File: src/rtl/gpio_evt_pkg.sv
package gpio_evt_pkg;

    localparam int REG_W = 32;

    typedef enum logic [1:0] {
        QUAL_IDLE    = 2'd0,
        QUAL_COUNT   = 2'd1,
        QUAL_LATCHED = 2'd2
    } qual_state_e;

    localparam logic [7:0] OFS_STATUS   = 8'h28;
    localparam logic [7:0] OFS_POLARITY = 8'h2C;
    localparam logic [7:0] OFS_USESEL   = 8'h30;

    function automatic int count_ones(input logic [REG_W-1:0] mask);
        int n;
        n = 0;
        for (int b = 0; b < REG_W; b++) begin
            if (mask[b]) n++;
        end
        return n;
    endfunction

    // register bit position of the k-th implemented pin
    function automatic int pin_pos(input logic [REG_W-1:0] mask, input int k);
        int seen;
        seen = 0;
        for (int b = 0; b < REG_W; b++) begin
            if (mask[b]) begin
                if (seen == k) return b;
                seen++;
            end
        end
        return 0;
    endfunction

endpackage

File: src/rtl/gpio_evt_sync.sv
module gpio_evt_sync (
    input  logic clk,
    input  logic rst_n,
    input  logic clr,
    input  logic d,
    output logic q
);
    logic meta_q;
    logic stable_q;

    always_ff @(posedge clk or negedge rst_n) begin
        if (!rst_n) begin
            meta_q   <= 1'b0;
            stable_q <= 1'b0;
        end else if (clr) begin
            meta_q   <= 1'b0;
            stable_q <= 1'b0;
        end else begin
            meta_q   <= d;
            stable_q <= meta_q;
        end
    end

    assign q = stable_q;
endmodule

File: src/rtl/gpio_evt_qual.sv
module gpio_evt_qual
    import gpio_evt_pkg::*;
#(
    parameter int QUAL_CYCLES = 2
) (
    input  logic clk,
    input  logic rst_n,
    input  logic clr,
    input  logic en,
    input  logic active,
    output logic set_o
);
    localparam int CNT_W = $clog2(QUAL_CYCLES + 1);
    localparam logic [CNT_W-1:0] CNT_LAST = CNT_W'(QUAL_CYCLES - 1);

    qual_state_e state_q, state_d;
    logic [CNT_W-1:0] cnt_q, cnt_d;
    logic live;

    assign live = en && active;

    // state register
    always_ff @(posedge clk or negedge rst_n) begin
        if (!rst_n) begin
            state_q <= QUAL_IDLE;
            cnt_q   <= '0;
        end else if (clr) begin
            state_q <= QUAL_IDLE;
            cnt_q   <= '0;
        end else begin
            state_q <= state_d;
            cnt_q   <= cnt_d;
        end
    end

    // next state
    always_comb begin
        state_d = state_q;
        cnt_d   = cnt_q;
        unique case (state_q)
            QUAL_IDLE: begin
                if (live) begin            // arm
                    state_d = QUAL_COUNT;
                    cnt_d   = CNT_W'(1);
                end
            end
            QUAL_COUNT: begin
                if (!live) begin           // abort
                    state_d = QUAL_IDLE;
                    cnt_d   = '0;
                end else if (cnt_q == CNT_LAST) begin  // fire
                    state_d = QUAL_LATCHED;
                    cnt_d   = '0;
                end else begin
                    cnt_d   = cnt_q + CNT_W'(1);
                end
            end
            QUAL_LATCHED: begin
                if (!live) begin           // release
                    state_d = QUAL_IDLE;
                end
            end
            default: begin
                state_d = QUAL_IDLE;
                cnt_d   = '0;
            end
        endcase
    end

    // outputs
    always_comb begin
        set_o = 1'b0;
        unique case (state_q)
            QUAL_COUNT:   set_o = live && (cnt_q == CNT_LAST);
            QUAL_IDLE,
            QUAL_LATCHED: set_o = 1'b0;
            default:      set_o = 1'b0;
        endcase
    end
endmodule

File: src/rtl/gpio_evt_regs.sv
module gpio_evt_regs
    import gpio_evt_pkg::*;
#(
    parameter logic [REG_W-1:0] IMPL_MASK   = 32'h0000_39FF,
    parameter logic [REG_W-1:0] RESUME_MASK = 32'h0000_3900,
    parameter int               ADDR_W      = 8,
    parameter int               NUM_PINS    = 12
) (
    input  logic                clk,
    input  logic                rst_core_n,
    input  logic                rst_res_n,
    input  logic                soft_clr,
    input  logic [ADDR_W-1:0]   addr,
    input  logic                wr_en,
    input  logic [REG_W-1:0]    wr_data,
    input  logic [NUM_PINS-1:0] sts_set,
    output logic [NUM_PINS-1:0] pol_o,
    output logic [NUM_PINS-1:0] use_o,
    output logic [NUM_PINS-1:0] sts_o,
    output logic [REG_W-1:0]    rd_data
);
    localparam logic [ADDR_W-1:0] A_STS = ADDR_W'(OFS_STATUS);
    localparam logic [ADDR_W-1:0] A_POL = ADDR_W'(OFS_POLARITY);
    localparam logic [ADDR_W-1:0] A_USE = ADDR_W'(OFS_USESEL);

    logic wr_sts, wr_pol, wr_use;
    logic [NUM_PINS-1:0] use_q;
    logic [REG_W-1:0] unused_wr_bits;

    assign wr_sts = wr_en && (addr == A_STS);
    assign wr_pol = wr_en && (addr == A_POL);
    assign wr_use = wr_en && (addr == A_USE);
    assign unused_wr_bits = wr_data & ~IMPL_MASK;

    function automatic logic [REG_W-1:0] spread(input logic [NUM_PINS-1:0] d);
        logic [REG_W-1:0] w;
        w = '0;
        for (int k = 0; k < NUM_PINS; k++) begin
            w[pin_pos(IMPL_MASK, k)] = d[k];
        end
        return w;
    endfunction

    for (genvar k = 0; k < NUM_PINS; k++) begin : g_pin
        localparam int POS = pin_pos(IMPL_MASK, k);
        logic dom_rst_n;
        logic dom_clr;
        logic pol_bit;
        logic sts_bit;

        if (RESUME_MASK[POS]) begin : g_res
            assign dom_rst_n = rst_res_n;
            assign dom_clr   = soft_clr;
        end else begin : g_core
            assign dom_rst_n = rst_core_n;
            assign dom_clr   = 1'b0;
        end

        always_ff @(posedge clk or negedge dom_rst_n) begin
            if (!dom_rst_n) begin
                pol_bit <= 1'b0;
                sts_bit <= 1'b0;
            end else if (dom_clr) begin
                pol_bit <= 1'b0;
                sts_bit <= 1'b0;
            end else begin
                if (wr_pol) pol_bit <= wr_data[POS];
                if (sts_set[k]) sts_bit <= 1'b1;
                else if (wr_sts && wr_data[POS]) sts_bit <= 1'b0;
            end
        end

        assign pol_o[k] = pol_bit;
        assign sts_o[k] = sts_bit;
    end

    // use-select lives in the core domain only
    always_ff @(posedge clk or negedge rst_core_n) begin
        if (!rst_core_n) begin
            use_q <= '1;
        end else if (wr_use) begin
            use_q <= wr_data[NUM_PINS-1:0];
        end
    end

    assign use_o = use_q;

    always_comb begin
        rd_data = '0;
        if (addr == A_STS)      rd_data = spread(sts_o);
        else if (addr == A_POL) rd_data = spread(pol_o);
        else if (addr == A_USE) rd_data[NUM_PINS-1:0] = use_q;
    end
endmodule

File: src/rtl/gpio_evt_top.sv
module gpio_evt_top
    import gpio_evt_pkg::*;
#(
    parameter logic [REG_W-1:0] IMPL_MASK   = 32'h0000_39FF,
    parameter logic [REG_W-1:0] RESUME_MASK = 32'h0000_3900,
    parameter int               ADDR_W      = 8,
    parameter int               QUAL_CYCLES = 2,
    localparam int              NUM_PINS    = count_ones(IMPL_MASK)
) (
    input  logic                clk,
    input  logic                rst_core_n,
    input  logic                rst_res_n,
    input  logic                soft_rst,
    input  logic [ADDR_W-1:0]   reg_addr,
    input  logic                reg_wr,
    input  logic [REG_W-1:0]    reg_wdata,
    output logic [REG_W-1:0]    reg_rdata,
    input  logic [NUM_PINS-1:0] pin_in,
    input  logic [NUM_PINS-1:0] pin_oe,
    output logic                event_o
);
    logic [NUM_PINS-1:0] pol_q;
    logic [NUM_PINS-1:0] use_q;
    logic [NUM_PINS-1:0] sts_q;
    logic [NUM_PINS-1:0] sts_set;
    logic [NUM_PINS-1:0] pin_sync;
    logic [NUM_PINS-1:0] pin_en;
    logic [NUM_PINS-1:0] act_en;

    gpio_evt_regs #(
        .IMPL_MASK   (IMPL_MASK),
        .RESUME_MASK (RESUME_MASK),
        .ADDR_W      (ADDR_W),
        .NUM_PINS    (NUM_PINS)
    ) u_regs (
        .clk        (clk),
        .rst_core_n (rst_core_n),
        .rst_res_n  (rst_res_n),
        .soft_clr   (soft_rst),
        .addr       (reg_addr),
        .wr_en      (reg_wr),
        .wr_data    (reg_wdata),
        .sts_set    (sts_set),
        .pol_o      (pol_q),
        .use_o      (use_q),
        .sts_o      (sts_q),
        .rd_data    (reg_rdata)
    );

    for (genvar k = 0; k < NUM_PINS; k++) begin : g_pin
        localparam int POS = pin_pos(IMPL_MASK, k);
        logic dom_rst_n;
        logic dom_clr;

        if (RESUME_MASK[POS]) begin : g_res
            assign dom_rst_n = rst_res_n;
            assign dom_clr   = soft_rst;
        end else begin : g_core
            assign dom_rst_n = rst_core_n;
            assign dom_clr   = 1'b0;
        end

        gpio_evt_sync u_sync (
            .clk   (clk),
            .rst_n (dom_rst_n),
            .clr   (dom_clr),
            .d     (pin_in[k]),
            .q     (pin_sync[k])
        );

        assign pin_en[k] = use_q[k] && !pin_oe[k];
        assign act_en[k] = pin_en[k] && (pin_sync[k] ^ pol_q[k]);

        gpio_evt_qual #(
            .QUAL_CYCLES (QUAL_CYCLES)
        ) u_qual (
            .clk    (clk),
            .rst_n  (dom_rst_n),
            .clr    (dom_clr),
            .en     (pin_en[k]),
            .active (pin_sync[k] ^ pol_q[k]),
            .set_o  (sts_set[k])
        );
    end

    assign event_o = |(sts_q & pin_en);
endmodule

File: config.mk
export PLATFORM = sky130hd
export DESIGN_NAME = gpio_evt_top
export DESIGN_NICKNAME = d
export VERILOG_FILES = /design/src/rtl/gpio_evt_pkg.sv /design/src/rtl/gpio_evt_sync.sv /design/src/rtl/gpio_evt_qual.sv /design/src/rtl/gpio_evt_regs.sv /design/src/rtl/gpio_evt_top.sv
export SDC_FILE = /design/constraint.sdc
export NUM_CORES = 1
export LEC_CHECK = 0
export BUFFER_PORTS_ARGS = -buffer_cell sky130_fd_sc_hd__buf_2
export CORE_UTILIZATION = 24
export CTS_CLUSTER_SIZE = 14
export DETAILED_ROUTE_END_ITERATION = 7
export PLACE_DENSITY = 0.42
export SETUP_SLACK_MARGIN = 0.4
export SKIP_CTS_REPAIR_TIMING = 1
export SLEW_MARGIN = 5
export SYNTH_ARGS = -nofsm -noshare
export SYNTH_HDL_FRONTEND = slang
export SYNTH_SLANG_ARGS = --single-unit
File: constraint.sdc
create_clock -name clk -period 1.7 [get_ports clk]
set_clock_uncertainty 0.15 [all_clocks]
set_input_delay 0.085 -clock clk [delete_from_list [all_inputs] [get_ports clk]]
set_output_delay 0.085 -clock clk [all_outputs]
set_load 0.02 [all_outputs]
==> out/summary.txt <==
Fin. Hold Viols = 4
Synth Area per Inst = 12.1 sq um
Most used flip-flop cell after synthesis = dfrtp_1
Sequential share of the synthesized area = 53.3%
Slew Limit Headroom = 51.1%
Worst-path cell chain = nand3b_1 -> nand4_1 -> or3_4 -> buf_6
Synth top area share = 47.1%
Synth unique cells = 44
Number of flops mapped to enable cells by yosys = 0
Logic pwr share = 10.5%
Pwr/cell area = 770 nW/um^2
Cell area after layout = 7340 sq um
DP HPWL = 8.98 mm
Layout cells sized above 1 = 41.5%
Min Hold Slack = -0.118 ns
Unrepaired setup endpoints after global routing = yes
Die X-Extent = 148 um
Row Count = 52
Cell-internal power = 4320 uW
Min-delay worst type = input port to flop
Max stage delay cell, worst path = dfrtp_1
Fraction of registers with async set or reset after synthesis = 100%
Starting Density = 24.8%
Placed Area = 5860 sq um
Core area = 20600 sq um
Worst vdd ir = 0.473 mV
Drc violations = 0
Synth Cell Area = 5100 sq um
PortBufs = 65
PnR worst setup slack = -0.111 ns
Hold path startpoint = pin_oe[10]
FF-to-FF setup slack = 0.25 ns
Final period util = 107%
I/O pins = 102
Max Slew Vio Count = 0
Sequential cell area = 2720 sq um
Vias in the first global route = 3638
R2R Path End = g_pin[5].u_qual.cnt_q[1]$_DFFE_PN0P_
Sw Ratio = 23.5%
CTS Sinks = 108
Syn. warnings = 0
Worst Setup End Kind = primary output
CTS H-Tree Depth = 3
Initial antenna violation count = 0
Worst hold path stage count = 4
Number of fill cells = 2074
Crit-path max cell delay = 0.39 ns
Leading cell types in the layout, fill and taps excluded = 95 x dfrtp_1, 47 x buf_2, 38 x dlygate4sd3_1
Tmin final = 1.81 ns
Flop pwr share = 49.3%
Setup TNS = -0.111 ns
Largest net degree at the start of global routing = 40
Worst slack at placement = 0.0350 ns
Maxcap violations = 0
CP Launch Type = flop
P_sw = 1330 uW
Clock Latency Late Sink = 0.35 ns
Hold Crit Endpoint = g_pin[10].u_qual.state_q[1]$_DFFE_PN0P_
Multi-input logic area = 2740 sq um
Clk pwr share = 40.2%
Die area = 21800 sq um
Clk slew on worst S/H paths = 0.07 ns
Worst-path maximum fanout = 3
Required @ worst endpoint = 1.46 ns
Flop and latch count out of synthesis = 108
TritonRoute pass-1 iters = 4
N_diodes = 0
Overflow after GRT = 0
First-pass GRT wire length = 20.2 mm
Arr. time, crit path = 1.58 ns
Vias per std cell = 4.50
Max clock buf depth = 2
WL final = 13.3 mm
Post-Syn Instances = 421
Setup CP Type = flop to primary output
Status = finished, violations left
GRT Total Usage = 12.2%
R2R cell count = 5
GPL Wtd Cong = 0.760
Final setup viols = 1
Reg-to-reg critical path startpoint = u_regs.g_pin[5].pol_bit$_DFFE_PN0P_
Via Count = 3768
CTS tree = done
ANT nets after route = 0
WL/cell = 15.9 um
Total CTS buffers = 9
Drt first-iter violations = 106
Synth area leaders = dfrtp_1 47%, dfstp_2 6.2%, mux2_2 5.1%
Failing checks = negative hold slack, negative setup slack
Most common cell after layout, fill and taps aside = dfrtp_1
Worst-Margin Slew = 0.734 ns
Nets = 632
Root buffer cell = clkbuf_16
Area Growth Syn to Fin = 43.8%
Achievable Freq = 0.552 GHz
Die height = 148 um
Pleak = 0.00322 uW
Largest area contributor in the netlist = dfrtp_1
[sequential cells by signal, indices dropped and copies added (netlist names)]
signal / count
g_pin.u_sync.meta_q: 12
g_pin.u_qual.state_q: 24
u_regs.g_pin.pol_bit: 12
u_regs.use_o: 12
u_regs.g_pin.sts_bit: 12
g_pin.u_sync.q: 12
g_pin.u_qual.cnt_q: 24
[cell usage after synthesis, types with 3 or more instances]
library cell   n
nor2_1        18
dfrtp_1       96
inv_1          4
nor2b_1       14
mux2_1        12
and4b_1       16
a21oi_1       11
mux2_2        23
xor2_1        12
and3_1        10
nor3_1         3
dfstp_2       12
mux2i_1       23
nand3b_1      28
nand4_1       12
o21a_1         8
nand3_1        3
clkbuf_1      10
o2bb2ai_1      8
a32oi_1       11
buf_4         18
nor3b_1       12
nand2b_1      15
a41o_1         4
nand2_1       14
[logic make-up (layout without fill, tap and decap cells)]
family          Yosys count  after routing  share of synthesized area (%)
simple gates            158            158                           21.0
other cells               1             18                         0.0735
compound gates           49             49                           7.24
mux                      58             58                           12.2
flops                   108            108                           53.3
buf+inv                  35            165                           4.10
xor+xnor                 12             12                           2.06
[cell type report]
cell class / instances / share of cell area, %
well taps: 270 / 4.60
clock inverters: 4 / 0.989
flip-flops and latches: 108 / 37.1
repair buffers: 145 / 16.5
clock buffers: 12 / 3.36
multi-input cells: 295 / 37.3
inverters: 4 / 0.205
[worst max-delay path: cells and delay by family (launching register included)]
family / cells / cell delay, ns
buf+inv: 1 / 0.14
flops: 1 / 0.39
simple gates: 3 / 0.69
[routing by layer]
layer  wire length [um]  up-vias  track usage (%)
met5                  0        -                0
met4                116        0             3.25
met3                498       10             3.86
met2               6580       68             19.5
met1               6130     1896             15.9
li1                   -     1794                -
[power groups by stage]
stage,registers [uW],clock network [uW],logic [uW]
6_report,2780,2270,596
5_1_grt,2800,2470,654
4_1_cts,2780,2370,441
3_5_place_dp,2830,0,441
3_3_place_gp,2820,0,435
2_1_floorplan,2800,0,266
[how the worst max path moves through the flow]
stage / start / endpoint / depth (start not counted)
after floorplan: reg_addr[1] / u_regs.g_pin[0].pol_bit$_DFFE_PN0P_ / 4
after global placement: reg_addr[1] / reg_rdata[12] / 6
after detailed placement: reg_addr[3] / u_regs.use_o[8]$_DFFE_PN1P_ / 6
after CTS: u_regs.g_pin[10].sts_bit$_DFFE_PN0P_ / event_o / 4
after global routing: u_regs.g_pin[9].sts_bit$_DFFE_PN0P_ / event_o / 4
final: u_regs.g_pin[9].sts_bit$_DFFE_PN0P_ / event_o / 4
[through the flow]
stage	util [%]	power, uW	cells	hold slack (ns)
2_1_floorplan	-	3070	438	-0.361
3_3_place_gp	28.5	3260	759	-0.0855
3_5_place_dp	28.5	3270	759	-0.0844
4_1_cts	30.1	5590	775	-0.478
5_1_grt	35.7	5930	838	-0.111
6_report	35.7	5650	838	-0.118
No activity file was read; power rests on OpenSTA's default activity.
